### src/rtl/eel_pkg.sv
package eel_pkg;
  typedef enum logic [2:0] {
    ST_IDLE,
    ST_ONE,
    ST_HI,
    ST_LO,
    ST_DAT
  } eel_state_t;

  localparam logic [2:0] REG_CTRL  = 3'd0;
  localparam logic [2:0] REG_ADDR  = 3'd1;
  localparam logic [2:0] REG_DATA  = 3'd2;
  localparam logic [2:0] REG_START = 3'd3;
  localparam logic [2:0] REG_BASE  = 3'd4;
  localparam logic [2:0] REG_LIMIT = 3'd5;

  localparam int CB_WR   = 0;
  localparam int CB_RD   = 1;
  localparam int CB_BUSY = 2;
  localparam int CB_TMO  = 3;
endpackage

### src/rtl/eel_port.sv
module eel_port #(
  parameter int AW = 16,
  parameter int CW = 16
) (
  input  logic          clk,
  input  logic          rst_n,
  input  logic          launch,
  input  logic          launch_we,
  input  logic [AW-1:0] launch_addr,
  input  logic [7:0]    launch_wdata,
  input  logic [CW-1:0] limit,
  input  logic          ee_ack,
  input  logic [7:0]    ee_rdata,
  output logic          ee_req,
  output logic          ee_we,
  output logic [AW-1:0] ee_addr,
  output logic [7:0]    ee_wdata,
  output logic          done,
  output logic          tmo,
  output logic [7:0]    rdata
);
  logic [CW-1:0] cnt;

  assign done  = ee_req & ee_ack;
  assign tmo   = ee_req & ~ee_ack & (limit != '0) & (cnt == limit - CW'(1));
  assign rdata = ee_rdata;

  always_ff @(posedge clk or negedge rst_n) begin
    if (!rst_n) begin
      ee_req   <= 1'b0;
      ee_we    <= 1'b0;
      ee_addr  <= '0;
      ee_wdata <= '0;
      cnt      <= '0;
    end else if (launch) begin
      ee_req   <= 1'b1;
      ee_we    <= launch_we;
      ee_addr  <= launch_addr;
      ee_wdata <= launch_wdata;
      cnt      <= '0;
    end else if (done || tmo) begin
      ee_req <= 1'b0;
    end else if (ee_req) begin
      cnt <= cnt + CW'(1);
    end
  end
endmodule

### src/rtl/eel_ctrl.sv
module eel_ctrl
  import eel_pkg::*;
#(
  parameter int AW = 16,
  parameter int BW = 9,
  parameter int MW = 24
) (
  input  logic          clk,
  input  logic          rst_n,
  input  logic          go_rd,
  input  logic          go_wr,
  input  logic          go_burst,
  input  logic          clr_flag,
  input  logic [AW-1:0] addr_reg,
  input  logic [7:0]    data_reg,
  input  logic [BW-1:0] base,
  input  logic          done,
  input  logic          tmo,
  input  logic [7:0]    rdata,
  output logic          launch,
  output logic          launch_we,
  output logic [AW-1:0] launch_addr,
  output logic [7:0]    launch_wdata,
  output logic          rd_pend,
  output logic          wr_pend,
  output logic          burst_pend,
  output logic          busy,
  output logic          tmo_flag,
  output logic          load_data,
  output logic          mem_we,
  output logic [MW-1:0] mem_addr,
  output logic [7:0]    mem_wdata
);
  localparam int LOW = MW - BW;

  eel_state_t     state;
  logic [AW-1:0]  cursor;
  logic [7:0]     hi_q;
  logic [LOW-1:0] rec_q;
  logic           op_rd;
  logic [AW-1:0]  rec_full;
  logic           rec_end;

  assign rec_full   = {hi_q, rdata};
  assign rec_end    = (rec_full == '1);
  assign busy       = (state != ST_IDLE);
  assign rd_pend    = (state == ST_ONE) & op_rd;
  assign wr_pend    = (state == ST_ONE) & ~op_rd;
  assign burst_pend = (state == ST_HI) | (state == ST_LO) | (state == ST_DAT);
  assign load_data  = rd_pend & done;

  always_comb begin
    launch       = 1'b0;
    launch_we    = 1'b0;
    launch_addr  = cursor + AW'(1);
    launch_wdata = data_reg;
    case (state)
      ST_IDLE: begin
        if (go_rd || go_wr) begin
          launch      = 1'b1;
          launch_we   = ~go_rd;
          launch_addr = addr_reg;
        end else if (go_burst) begin
          launch      = 1'b1;
          launch_addr = cursor;
        end
      end
      ST_HI, ST_DAT: launch = done;
      ST_LO:         launch = done & ~rec_end;
      default:       launch = 1'b0;
    endcase
  end

  always_ff @(posedge clk or negedge rst_n) begin
    if (!rst_n) begin
      state     <= ST_IDLE;
      cursor    <= '0;
      hi_q      <= '0;
      rec_q     <= '0;
      op_rd     <= 1'b0;
      tmo_flag  <= 1'b0;
      mem_we    <= 1'b0;
      mem_addr  <= '0;
      mem_wdata <= '0;
    end else begin
      mem_we <= 1'b0;
      if (tmo) tmo_flag <= 1'b1;
      else if (clr_flag) tmo_flag <= 1'b0;
      if (state != ST_IDLE && (done || tmo)) cursor <= cursor + AW'(1);
      if (tmo) begin
        state <= ST_IDLE;
      end else begin
        case (state)
          ST_IDLE: begin
            if (go_rd || go_wr) begin
              state  <= ST_ONE;
              op_rd  <= go_rd;
              cursor <= addr_reg;
            end else if (go_burst) begin
              state <= ST_HI;
            end
          end
          ST_ONE: if (done) state <= ST_IDLE;
          ST_HI: if (done) begin
            hi_q  <= rdata;
            state <= ST_LO;
          end
          ST_LO: if (done) begin
            rec_q <= rec_full[LOW-1:0];
            state <= rec_end ? ST_IDLE : ST_DAT;
          end
          ST_DAT: if (done) begin
            mem_we    <= 1'b1;
            mem_addr  <= {base, rec_q};
            mem_wdata <= rdata;
            state     <= ST_HI;
          end
          default: state <= ST_IDLE;
        endcase
      end
    end
  end
endmodule

### src/rtl/eel_top.sv
module eel_top
  import eel_pkg::*;
#(
  parameter int AW        = 16,
  parameter int BW        = 9,
  parameter int MW        = 24,
  parameter int DW        = 16,
  parameter int CW        = 16,
  parameter int DEF_LIMIT = 1000
) (
  input  logic          clk,
  input  logic          rst_n,
  input  logic          reg_wr,
  input  logic [2:0]    reg_addr,
  input  logic [DW-1:0] reg_wdata,
  output logic [DW-1:0] reg_rdata,
  output logic          ee_req,
  output logic          ee_we,
  output logic [AW-1:0] ee_addr,
  output logic [7:0]    ee_wdata,
  input  logic          ee_ack,
  input  logic [7:0]    ee_rdata,
  output logic          mem_we,
  output logic [MW-1:0] mem_addr,
  output logic [7:0]    mem_wdata
);
  logic [AW-1:0] addr_q;
  logic [7:0]    data_q;
  logic [BW-1:0] base_q;
  logic [CW-1:0] limit_q;

  logic          launch, launch_we, port_done, port_tmo;
  logic [AW-1:0] launch_addr;
  logic [7:0]    launch_wdata, port_rdata;
  logic          rd_pend, wr_pend, burst_pend, busy, tmo_flag, load_data;
  logic          ctrl_wr, go_rd, go_wr, go_burst, clr_flag;

  assign ctrl_wr  = reg_wr && (reg_addr == REG_CTRL);
  assign go_rd    = ctrl_wr && !busy && reg_wdata[CB_RD];
  assign go_wr    = ctrl_wr && !busy && !reg_wdata[CB_RD] && reg_wdata[CB_WR];
  assign go_burst = reg_wr && (reg_addr == REG_START) && !busy && reg_wdata[0];
  assign clr_flag = ctrl_wr && reg_wdata[CB_TMO];

  always_ff @(posedge clk or negedge rst_n) begin
    if (!rst_n) begin
      addr_q  <= '0;
      data_q  <= '0;
      base_q  <= '0;
      limit_q <= CW'(DEF_LIMIT);
    end else begin
      if (reg_wr) begin
        case (reg_addr)
          REG_ADDR:  addr_q  <= reg_wdata[AW-1:0];
          REG_DATA:  data_q  <= reg_wdata[7:0];
          REG_BASE:  base_q  <= reg_wdata[BW-1:0];
          REG_LIMIT: limit_q <= reg_wdata[CW-1:0];
          default: ;
        endcase
      end
      if (load_data) data_q <= port_rdata;
    end
  end

  always_comb begin
    reg_rdata = '0;
    case (reg_addr)
      REG_CTRL: begin
        reg_rdata[CB_WR]   = wr_pend;
        reg_rdata[CB_RD]   = rd_pend;
        reg_rdata[CB_BUSY] = busy;
        reg_rdata[CB_TMO]  = tmo_flag;
      end
      REG_ADDR:  reg_rdata[AW-1:0] = addr_q;
      REG_DATA:  reg_rdata[7:0]    = data_q;
      REG_START: reg_rdata[0]      = burst_pend;
      REG_BASE:  reg_rdata[BW-1:0] = base_q;
      REG_LIMIT: reg_rdata[CW-1:0] = limit_q;
      default:   reg_rdata = '0;
    endcase
  end

  eel_port #(.AW(AW), .CW(CW)) u_port (
    .clk(clk), .rst_n(rst_n),
    .launch(launch), .launch_we(launch_we), .launch_addr(launch_addr),
    .launch_wdata(launch_wdata), .limit(limit_q),
    .ee_ack(ee_ack), .ee_rdata(ee_rdata),
    .ee_req(ee_req), .ee_we(ee_we), .ee_addr(ee_addr), .ee_wdata(ee_wdata),
    .done(port_done), .tmo(port_tmo), .rdata(port_rdata)
  );

  eel_ctrl #(.AW(AW), .BW(BW), .MW(MW)) u_ctrl (
    .clk(clk), .rst_n(rst_n),
    .go_rd(go_rd), .go_wr(go_wr), .go_burst(go_burst), .clr_flag(clr_flag),
    .addr_reg(addr_q), .data_reg(data_q), .base(base_q),
    .done(port_done), .tmo(port_tmo), .rdata(port_rdata),
    .launch(launch), .launch_we(launch_we), .launch_addr(launch_addr),
    .launch_wdata(launch_wdata),
    .rd_pend(rd_pend), .wr_pend(wr_pend), .burst_pend(burst_pend),
    .busy(busy), .tmo_flag(tmo_flag), .load_data(load_data),
    .mem_we(mem_we), .mem_addr(mem_addr), .mem_wdata(mem_wdata)
  );
endmodule

### config.mk
export PLATFORM = sky130hd
export DESIGN_NAME = eel_top
export DESIGN_NICKNAME = d
export VERILOG_FILES = /design/src/rtl/eel_pkg.sv /design/src/rtl/eel_port.sv /design/src/rtl/eel_ctrl.sv /design/src/rtl/eel_top.sv
export SDC_FILE = /design/constraint.sdc
export NUM_CORES = 1
export LEC_CHECK = 0
export BUFFER_PORTS_ARGS = -buffer_cell sky130_fd_sc_hd__buf_2
export CAP_MARGIN = 20
export CORE_ASPECT_RATIO = 1.2
export CORE_MARGIN = 1
export CORE_UTILIZATION = 58
export DETAILED_ROUTE_END_ITERATION = 8
export GPL_TIMING_DRIVEN = 0
export PLACE_DENSITY = 0.83
export SYNTH_ARGS = -nofsm -noshare
export SYNTH_HDL_FRONTEND = slang
export SYNTH_SLANG_ARGS = --single-unit
### constraint.sdc
create_clock -name clk -period 3.6 [get_ports clk]
set_input_delay 0.72 -clock clk [delete_from_list [all_inputs] [get_ports clk]]
set_output_delay 0.72 -clock clk [all_outputs]
set_load 0.01 [all_outputs]
# Yosys cells after proc, flatten, opt, wreduce, memory -nomap -nowiden
# Cells that the tools add are included.
# totals
in_bits,31
n_memories,0
reg_bits,168
out_inout_bits,75
romBits,0
mem_bits_rw,0
latch_bits,0
# classes
eq_ne,17
add_sub_neg,3
multipliers,0
bitwise,15
shift,0
order_cmp,0
n_reduce_logical,34
mux,39
div,0
# op_table
operator,count
$mux 16,10
$add 16x1->16 const B,2
$pmux 3 s5,2
$mux 3,8
$mux 8,3
$eq 16x16->1,1
$eq 16x16->1 const B,1
$pmux 4 s4,1
$reduce_bool 16->1,1
$sub 16x1->16 const B,1
$pmux 7 s2,1
$eq 3x2->1 const B,4
$ne 3x1->1 const B,4
$reduce_and 3->1,4
$mux 1,11
$logic_and 1x1->1,10
$reduce_and 2->1,5
$reduce_bool 2->1,5
$eq 3x3->1 const B,3
$and 1x1->1,8
$eq 3x1->1 const B,2
$logic_not 3->1,2
$pmux 1 s3,2
$pmux 1 s6,1
9 further kinds,16

# Longest topological paths before layout
# Gate-level depths: netlist (run 1).
# depth
depth_word,10
mapped_depth,13
depth_no_buf,11

# Cells and area by module
# From an unflattened synthesis (run 1), not the netlist that was laid out.
# unflattened
hier_cells,824
area_unflattened_um2,9293.9
# modules_own_cells
mod,seq_area_each_um2,n_inst,cells_per_inst,area_each_um2
eel_ctrl,1926.8,1,365,4057.6
eel_port,1051.0,1,263,2697.6
eel_top,1233.7,1,196,2538.7

# Least setup slack after synthesis (run 1)
# No wires, ideal clock.
# synth_timing
path_type,input to output
from,input reg_addr[2]
to,output reg_rdata[5]
n_path_buf,3
required_ns,2.880
path_stages,5
slack_ns,0.773
t_arrival_ns,2.107
path_cell_list,clkbuf_1 clkbuf_1 buf_1 a22oi_1 o21ai_0
# synth_between
elab_chain_len,2
# synth_lines
element,line,text
"start, declared",eel_top.sv:14,"input logic [2:0] reg_addr,"
"$eq 3x3->1, or another cell as far along",eel_top.sv:66,case (reg_addr)
$pmux 4 s4 *,eel_top.sv:66,
"end, declared",eel_top.sv:16,"output logic [DW-1:0] reg_rdata,"
# Every way passes the cells marked *; elsewhere a longest branch is shown, timed or not.

# Worst setup path after layout (run 1)
# Ends and elaborated chain as after synthesis.

==> results of run 1 <==
-- per-layer routing --
layer	vias to the layer above	track usage, %
met5	-	0
met4	0	16.4
met3	63	6.01
met2	282	49.3
met1	3319	36.1
li1	3040	-
-- area by class of cell --
type / instances / area share (%)
flip-flops and latches: 168 / 42.5
multi-input cells: 556 / 41.1
repair buffers: 106 / 5.71
clock buffers: 19 / 4.47
well taps: 175 / 2.21
plain buffers: 46 / 1.97
clock inverters: 13 / 1.73
inverters: 9 / 0.341
diodes: 1 / 0.0252
-- report_power, final --
part,internal (mW),total [mW],switching (mW)
combinational,0.866,1.80,0.939
sequential,2.43,2.93,0.498
clock,1.12,1.90,0.779
-- flip-flops by register name (all words and copies together), names as in the netlist --
| register | count |
|---|---|
| u_ctrl.rec_q | 15 |
| data_q | 8 |
| u_port.ee_req | 1 |
| u_port.ee_we | 1 |
| limit_q | 16 |
| u_ctrl.mem_addr | 24 |
| u_ctrl.mem_we | 1 |
| u_ctrl.state | 3 |
| u_ctrl.op_rd | 1 |
| addr_q | 16 |
| u_ctrl.hi_q | 8 |
| base_q | 9 |
| u_ctrl.cursor | 16 |
| u_port.ee_addr | 16 |
| u_port.ee_wdata | 8 |
| u_port.cnt | 16 |
| u_ctrl.tmo_flag | 1 |
| u_ctrl.mem_wdata | 8 |
-- worst max path at each step --
stage	cells after the start	to	start
after floorplan	5	reg_rdata[5]	reg_addr[2]
after global placement	1	u_port.ee_addr[10]$_DFFE_PN0P_	rst_n
after detailed placement	6	reg_rdata[5]	reg_addr[2]
after CTS	6	reg_rdata[5]	reg_addr[2]
after global routing	10	u_ctrl.cursor[5]$_DFF_PN0_	limit_q[1]$_DFFE_PN0P_
final	6	reg_rdata[5]	reg_addr[2]
-- cells in the final DEF, fill, tap and decap left out, types with 9 or more instances in the layout --
cell type,synthesis,routed
clkbuf_16,0,17
buf_2,3,106
mux2_2,119,119
nor3_1,20,20
nand3_1,27,27
clkbuf_1,35,35
and3_1,17,17
dfrtp_1,162,162
nand2_1,36,36
nor2_1,83,83
mux2i_1,21,21
o21ai_0,24,24
inv_1,9,9
or3_1,9,9
a22oi_1,9,9
xor2_1,27,27
a21oi_1,45,45
xnor2_1,22,22
-- worst max-delay path, stage by stage --
cell and delay, ns:
clkbuf_1 0.35, clkbuf_1 0.44, buf_1 0.64, a22oi_1 0.18, o21ai_0 0.28, buf_2 0.19
-- what timing repair did --
item,in CTS,in global routing
gates resized for setup,0,1
endpoints found under the setup margin,0,1
endpoints found under the hold margin,0,0
-- cell usage after synthesis (20+ instances only) --
cell | instances | area (um2)
mux2_2 | 119 | 1340
a21oi_1 | 45 | 225
nand3_1 | 27 | 135
xor2_1 | 27 | 236
nor2_1 | 83 | 312
xnor2_1 | 22 | 193
clkbuf_1 | 35 | 131
nor3_1 | 20 | 100
o21ai_0 | 24 | 120
dfrtp_1 | 162 | 4050
mux2i_1 | 21 | 210
nand2_1 | 36 | 135
-- logic make-up after synthesis --
logic type / share of synthesized area, %
simple gates: 14.9
flops: 49.5
buf+inv: 2.69
compound gates: 8.87
xor+xnor: 5.04
mux: 18.5
fa+ha+maj: 0.559
==> flow_summary_export.csv, run 1 <==
group,metric,value,unit
timing,whs,0.223,ns
clocking,tritoncts,"yes",
layout,area_delta_synth_final,16.5,%
layout,fin_cells,1093,
route,met3_length,1410,um
timing,min_period_over_period,97.5,%
place,dpl.cell_count,1059,
critical_path,reg2reg_setup_slack,0.27,ns
run,max-cap-violations,0,
timing,final_hold_viol_count,0,
yosys,synth_nets,813,
layout,drive_gt1_share,31.2,%
clocking,clock_latency,0.43,ns
route,wirelength,21500,um
layout,register_area,0.00421,mm2
timing,tightest_slew,0.892,ns
place,dpl-instance-area,0.00929,mm2
route,vias_per_cell,6.13,
route,met2WireLength,10500,um
route,vias,6704,
route,post-route-drc-count,0,
power,power_density,669,mW/mm2
layout,multi_input_area,0.00407,mm2
floorplan,dieArea,0.0152,mm2
clocking,root_buffer,"clkbuf_16",
layout,fin_area,0.00991,mm2
route,drtAntennaViolNets,0,
yosys,synth.yosys.seq_area_share,49.5,%
outcome,outcome,"completed",
floorplan,start_util,59.3,%
global_route,overflow,0,
power,p_leak,4.49,nW
timing,finalSetupTns,0,ns
critical_path,crit_fanout,10,
critical_path,r2r_cells,10,
clocking,numCtsBuffers,17,
floorplan,rows,48,
yosys,ys_types,63,
layout,nFillCells,1039,
route,first_pass_iters,6,
timing,rsz0062_at_grt,"no",
clocking,path_clk_slew,0.06,ns
yosys,syn_inst,779,
yosys,syn_area,0.00851,mm2
layout,final_nets,938,
timing,relSlewSlack,40.6,%
yosys,ys.warnings.count,0,
global_route,grt_pass1_wl,34300,um
place,place_hpwl,15100,um
global_route,grt_usage,29.5,%
clocking,post_cts_buffers,0,
critical_path,required,2.88,ns
timing,finalWorstSetupSlack,0.0888,ns
timing,clock_skew,0.00939,ns
place,gp_congestion,0.901,
timing,setup_violations,0,
timing,drv_slew,0,
critical_path,reg2reg_to,"u_ctrl.cursor[7]$_DFF_PN0_",
timing,fmax,0.285,GHz
global_route,grt_pass1_vias,6589,
layout,final_util,69.0,%
power,peakVddDrop,444,uV
floorplan,die_h,135,um
floorplan,die_w,113,um
route,wl_met1,8660,um
yosys,avgSynthCellArea,10.9,um2
place,pre_cts_slack,0.214,ns
critical_path,cp.arrival,2.79,ns
power,p_total,6.63,mW
yosys,ys_seq_elements,168,
critical_path,path_class,"input pin to output port",
critical_path,cp-end-kind,"output port",
global_route,antenna_found_initial,1,
critical_path,critPathLaunchType,"input pin",
clocking,cts.sinks,168,
global_route,grt_max_degree,97,
yosys,synth_edf_count,0,
min_path,hp-class,"input pin to asynchronous set/reset pin",
route,drt-initial-drc-count,522,
clocking,hold_buffers,0,
yosys,synthArstFlopShare,100,%
floorplan,core-area,0.0144,mm2
floorplan,ios,106,
critical_path,r2r_start,"limit_q[0]$_DFFE_PN0P_",
timing,layout_min_cycle_time,3.51,ns
clocking,htree_num_levels,4,
place,port-buffer-count,104,
yosys,synth_ff_type,"dfrtp_1",
route,wl_per_cell,19.7,um
route,top_layer,"met4",
clocking,cts_buffer_depth,2,
(Power assumes the default switching activity.)
==> run 2, diff against run 1 <==
CORE_UTILIZATION = 53   (was 58)
PLACE_DENSITY = 0.8   (was 0.83)
clock period = 3.1 ns   (was 3.6 ns; I/O delays follow)
==> run 2 against run 1 <==
Clock skew is 0.0033 ns higher. Largest cell class is now multi-input combinational cells. Sequential cell count stayed put. Setup slack worse by 0.065 ns. Highest routed layer unchanged. Global-route usage is 2.4 points lower.
==> flow_summary_export.csv, run 2 (synthesis results as in run 1) <==
group,metric,value,unit
outcome,outcome,"completed",
critical_path,endpoint,"u_port.cnt[9]$_DFFE_PN0P_",
timing,finalWorstSetupSlack,0.0234,ns
critical_path,required,3.46,ns
clocking,htree_num_levels,4,
timing,min_period_over_period,99.2,%
critical_path,cp.arrival,3.44,ns
timing,fmax,0.325,GHz
timing,tightest_slew,0.838,ns
layout,most-common-layout-cells,"dfrtp_1, mux2_2, buf_2",
clocking,tritoncts,"yes",
clocking,path_clk_slew,0.07,ns
timing,clock_skew,0.0127,ns
place,gp_congestion,0.911,
place,pre_cts_slack,-0.178,ns
layout,fin_cells,1133,
route,vias,6848,
clocking,numCtsBuffers,17,
layout,final_nets,945,
place,port-buffer-count,104,
global_route,antenna_found_initial,1,
place,dpl.cell_count,1092,
floorplan,rows,50,
global_route,grt_pass1_wl,34800,um
route,first_pass_iters,6,
power,power_density,761,mW/mm2
clocking,clock_latency,0.44,ns
timing,layout_min_cycle_time,3.08,ns
route,top_layer,"met4",
timing,final_hold_viol_count,0,
power,p_leak,4.69,nW
route,drtAntennaViolNets,0,
clocking,cts.sinks,168,
critical_path,path_class,"register to register",
power,p_total,7.76,mW
floorplan,core-area,0.0156,mm2
global_route,grt_usage,27.2,%
run,max-cap-violations,0,
route,wl_met1,9140,um
layout,final_common_cell,"dfrtp_1",
timing,drv_slew,0,
route,wl_per_cell,19.7,um
critical_path,r2r_start,"limit_q[4]$_DFFE_PN0P_",
timing,finalSetupTns,0,ns
floorplan,die_h,141,um
clocking,cts_buffer_depth,2,
critical_path,r2r_cells,10,
global_route,overflow,0,
critical_path,reg2reg_setup_slack,0.02,ns
layout,drive_gt1_share,36.1,%
layout,largest_reg_flops,24,
floorplan,dieArea,0.0166,mm2
route,met3_length,1340,um
critical_path,critPathLaunchType,"register",
route,met2WireLength,11000,um
timing,relSlewSlack,43.7,%
min_path,hp-class,"input pin to asynchronous set/reset pin",
floorplan,die_w,118,um
route,post-route-drc-count,0,
route,drt-initial-drc-count,660,
place,place_hpwl,15400,um
global_route,grt_max_degree,98,
route,vias_per_cell,6.04,
timing,rsz0062_at_grt,"yes",
global_route,grt_pass1_vias,6542,
route,wirelength,22400,um
layout,area_delta_synth_final,19.9,%
layout,top_register,"u_ctrl.mem_addr",
critical_path,cp-end-kind,"register",
floorplan,start_util,54.4,%
power,peakVddDrop,522,uV
floorplan,ios,106,
clocking,root_buffer,"clkbuf_16",
critical_path,reg2reg_to,"u_port.cnt[9]$_DFFE_PN0P_",
critical_path,crit_fanout,6,
critical_path,cp-startpoint,"limit_q[4]$_DFFE_PN0P_",
timing,setup_violations,0,
==> run 2: cell types whose count changed in the layout (fill, tap and decap cells not counted), sizes merged <==
cell and delta:
buf +5, bufinv -1, clkinv +1, clkinvlp -4
inv +6
==> run 2: worst min-delay path by stage <==
| stage | endpoint | startpoint | slack, ns | cells after the start |
|---|---|---|---|---|
| floorplan | addr_q[0]$_DFFE_PN0P_ | rst_n | 0.32 | 0 |
| global placement | u_ctrl.tmo_flag$_DFFE_PN0P_ | u_ctrl.tmo_flag$_DFFE_PN0P_ | 0.46 | 1 |
| detailed placement | u_ctrl.tmo_flag$_DFFE_PN0P_ | u_ctrl.tmo_flag$_DFFE_PN0P_ | 0.47 | 1 |
| CTS | u_ctrl.mem_we$_DFF_PN0_ | rst_n | 0.16 | 1 |
| global route | u_ctrl.mem_we$_DFF_PN0_ | rst_n | 0.18 | 1 |
| finish | u_ctrl.mem_we$_DFF_PN0_ | rst_n | 0.13 | 1 |
==> run 2: repair_timing <==
| action | CTS | global route |
|---|---|---|
| setup endpoints to repair | 38 | 51 |
| setup buffers | 4 | 4 |
| resized for setup | 15 | 40 |
| pin swaps | 4 | 21 |
| hold buffers | 0 | 0 |
| cloned | 0 | 2 |
==> run 2: critical path: stages (launching register included) <==
cell and delay (ns):
dfrtp_2 0.46, or4_4 0.52, buf_6 0.15, nor4_4 0.29, nor2_2 0.08, a211o_1 0.26, a31oi_4 0.36, o21bai_4 0.17
clkbuf_16 0.19, or3_4 0.37, a21oi_2 0.14
==> run 2: area by class of cell <==
| class | instances | area (um2) |
|---|---|---|
| well taps | 208 | 260 |
| fillers | 1225 | 5430 |
| clock inverters | 15 | 164 |
| inverters | 9 | 33.8 |
| multi-input cells | 556 | 4230 |
| flip-flops and latches | 168 | 4220 |
| diodes | 1 | 2.50 |
| repair buffers | 116 | 659 |
| plain buffers | 43 | 216 |
| clock buffers | 17 | 425 |
==> run 2: report_power, final <==
group	leakage [nW]	total [mW]	internal, mW	switching, mW
sequential	2.13	3.41	2.82	0.586
combinational	2.26	2.20	1.06	1.14
clock	0.292	2.16	1.21	0.949
==> run 2: layer usage <==
layer,vias to the layer above,global-route usage (%)
li1,3066,-
met1,3408,33.9
met2,312,44.2
met3,62,5.70
met4,0,14.9
met5,-,0
==> run 2: through the flow <==
step	util [%]	instance area [um2]	hold slack (ns)
after global placement	59.4	9290	0.460
final	65.3	10200	0.128
after detailed placement	59.6	9330	0.469
after floorplan	-	8510	0.324
after global routing	65.2	10200	0.176
after CTS	63.8	9990	0.158
==> run 3, diff against run 2 <==
CORE_ASPECT_RATIO = 1.25   (was 1.2)
==> run 3 against run 2 <==
Critical path depth grew 2. Global-route usage grew 0.61 points. Routed wire length shrank 2.3%. Non-clock buffer count shrank 3. Clock power shrank 9.7%. Highest routed layer is now met5. Cell area shrank 1.4%. Sequential power is essentially flat. Worst hold slack gained 0.028 ns. First-iteration DRC count shrank 22%. Total power shrank 3.0%. Critical endpoint is now u_ctrl.cursor[12]$_DFF_PN0_.
==> flow_summary_export.csv, run 3 (synthesis results as in run 1) <==
group,metric,value,unit
place,place_hpwl,15200,um
floorplan,ios,106,
global_route,overflow,0,
floorplan,die_h,144,um
layout,multi_input_area,0.00416,mm2
critical_path,path_class,"register to register",
floorplan,start_util,54.4,%
layout,register_area,0.00422,mm2
critical_path,critPathLaunchType,"register",
global_route,grt_pass1_vias,6611,
clocking,path_clk_slew,0.07,ns
route,wirelength,21900,um
route,wl_per_cell,19.3,um
layout,final_nets,942,
floorplan,die_w,115,um
clocking,numCtsBuffers,17,
timing,whs,0.155,ns
timing,finalSetupTns,0,ns
place,dpl.cell_count,1096,
clocking,htree_num_levels,4,
critical_path,cp-startpoint,"limit_q[4]$_DFFE_PN0P_",
timing,clock_skew,0.00697,ns
route,drtAntennaViolNets,0,
power,seqPwrFrac,45.5,%
place,gp_congestion,0.914,
floorplan,core-area,0.0156,mm2
timing,tightest_slew,0.855,ns
route,post-route-drc-count,0,
power,p_leak,4.53,nW
layout,top_register,"u_ctrl.mem_addr",
route,vias,6705,
floorplan,rows,51,
floorplan,dieArea,0.0166,mm2
layout,final_common_cell,"dfrtp_1",
route,drt-initial-drc-count,513,
timing,drv_slew,0,
route,vias_per_cell,5.92,
timing,finalWorstSetupSlack,0.0453,ns
critical_path,required,3.46,ns
timing,fmax,0.327,GHz
layout,nFillCells,1238,
power,pwr-share-comb,28.6,%
layout,final_util,64.3,%
clocking,cts_buffer_depth,2,
clocking,clock_latency,0.43,ns
power,power_density,749,mW/mm2
place,port-buffer-count,104,
layout,most-common-layout-cells,"dfrtp_1, mux2_2, buf_2",
timing,final_hold_viol_count,0,
critical_path,crit_fanout,6,
power,p_clk_share,25.9,%
run,max-cap-violations,0,
layout,largest_reg_flops,24,
power,p_total,7.53,mW
layout,insertedDiodeCount,0,
power,intPower,4.94,mW
timing,min_period_over_period,98.5,%
critical_path,cp-end-kind,"register",
clocking,cts.sinks,168,
global_route,grt_pass1_wl,34600,um
timing,relSlewSlack,42.8,%
global_route,grt_max_degree,87,
clocking,tritoncts,"yes",
clocking,hold_buffers,0,
layout,area_delta_synth_final,18.2,%
route,first_pass_iters,6,
outcome,outcome,"completed",
timing,setup_violations,0,
layout,drive_gt1_share,34.0,%
timing,layout_min_cycle_time,3.05,ns
layout,fin_area,0.0101,mm2
global_route,grt_usage,27.8,%
power,p_sw_share,34.3,%
power,peakVddDrop,531,uV
global_route,antenna_found_initial,1,
layout,fin_cells,1132,
power,p_sw,2.59,mW
min_path,hp-class,"input pin to asynchronous set/reset pin",
place,pre_cts_slack,-0.165,ns
clocking,root_buffer,"clkbuf_16",
timing,rsz0062_at_grt,"yes",
critical_path,cp.arrival,3.41,ns
critical_path,r2r_start,"limit_q[4]$_DFFE_PN0P_",
place,dpl-instance-area,0.00933,mm2
-- run 3: cell types whose count changed in the layout (fill, tap and decap cells not counted), sizes merged --
cell	before	now
clkbuf	54	60
clkinvlp	1	7
inv	17	11
buf	122	118
clkinv	4	0
bufinv	2	0
diode	1	0
-- run 3: path summary, 6_finish.rpt --
kind	cells after the start	endpoint	slack (ns)
min in group clk	2	limit_q[11]$_DFFE_PN0P_	0.43
worst min-delay path	1	u_ctrl.mem_we$_DFF_PN0_	0.16
worst min register to register	1	u_ctrl.mem_addr[7]$_DFFE_PN0P_	0.50
worst max-delay path	12	u_ctrl.cursor[12]$_DFF_PN0_	0.05
max in group asynchronous	2	u_port.ee_addr[8]$_DFFE_PN0P_	2.08
worst max register to register	12	u_ctrl.cursor[12]$_DFF_PN0_	0.05
-- run 3: worst max-delay path, stage by stage (launching register included) --
cell,delay (ns)
dfrtp_2,0.46
or4_4,0.54
buf_6,0.15
buf_4,0.14
nor3_4,0.14
xnor2_2,0.10
nor4_2,0.16
buf_4,0.17
o2111ai_4,0.17
o21ai_4,0.29
nand2_1,0.15
or3_1,0.34
a31oi_1,0.16
-- run 3: per-layer routing --
metal	global-route usage, %	vias up	routed length [um]
li1	-	3050	-
met1	34.3	3285	8760
met2	45.3	314	10800
met3	7.55	54	1620
met4	12.6	2	712
met5	0	-	16
-- run 3: final cells by class --
cell class,count,share of cell area (%)
Tap cell,212,2.64
Multi-Input combinational cell,556,41.4
Sequential cell,168,41.9
Timing Repair Buffer,113,6.34
Clock buffer,22,4.61
Buffer,43,2.08
Clock inverter,9,0.697
Inverter,9,0.336
-- run 3: power by group through the flow --
stage               clock network [mW]  logic (mW)  registers [mW]
finish                            1.95        2.16            3.42
global route                      2.04        2.38            3.51
CTS                               1.97        2.11            3.40
detailed placement                   0        2.08            3.42
global placement                     0        2.01            3.39
floorplan                            0        1.36            3.35
-- run 3: timing repair --
item	CTS	global route
pin swaps	2	15
endpoints found under the hold margin	0	0
cloned	0	1
endpoints found under the setup margin	39	51
setup buffers	3	3
resized for setup	12	26
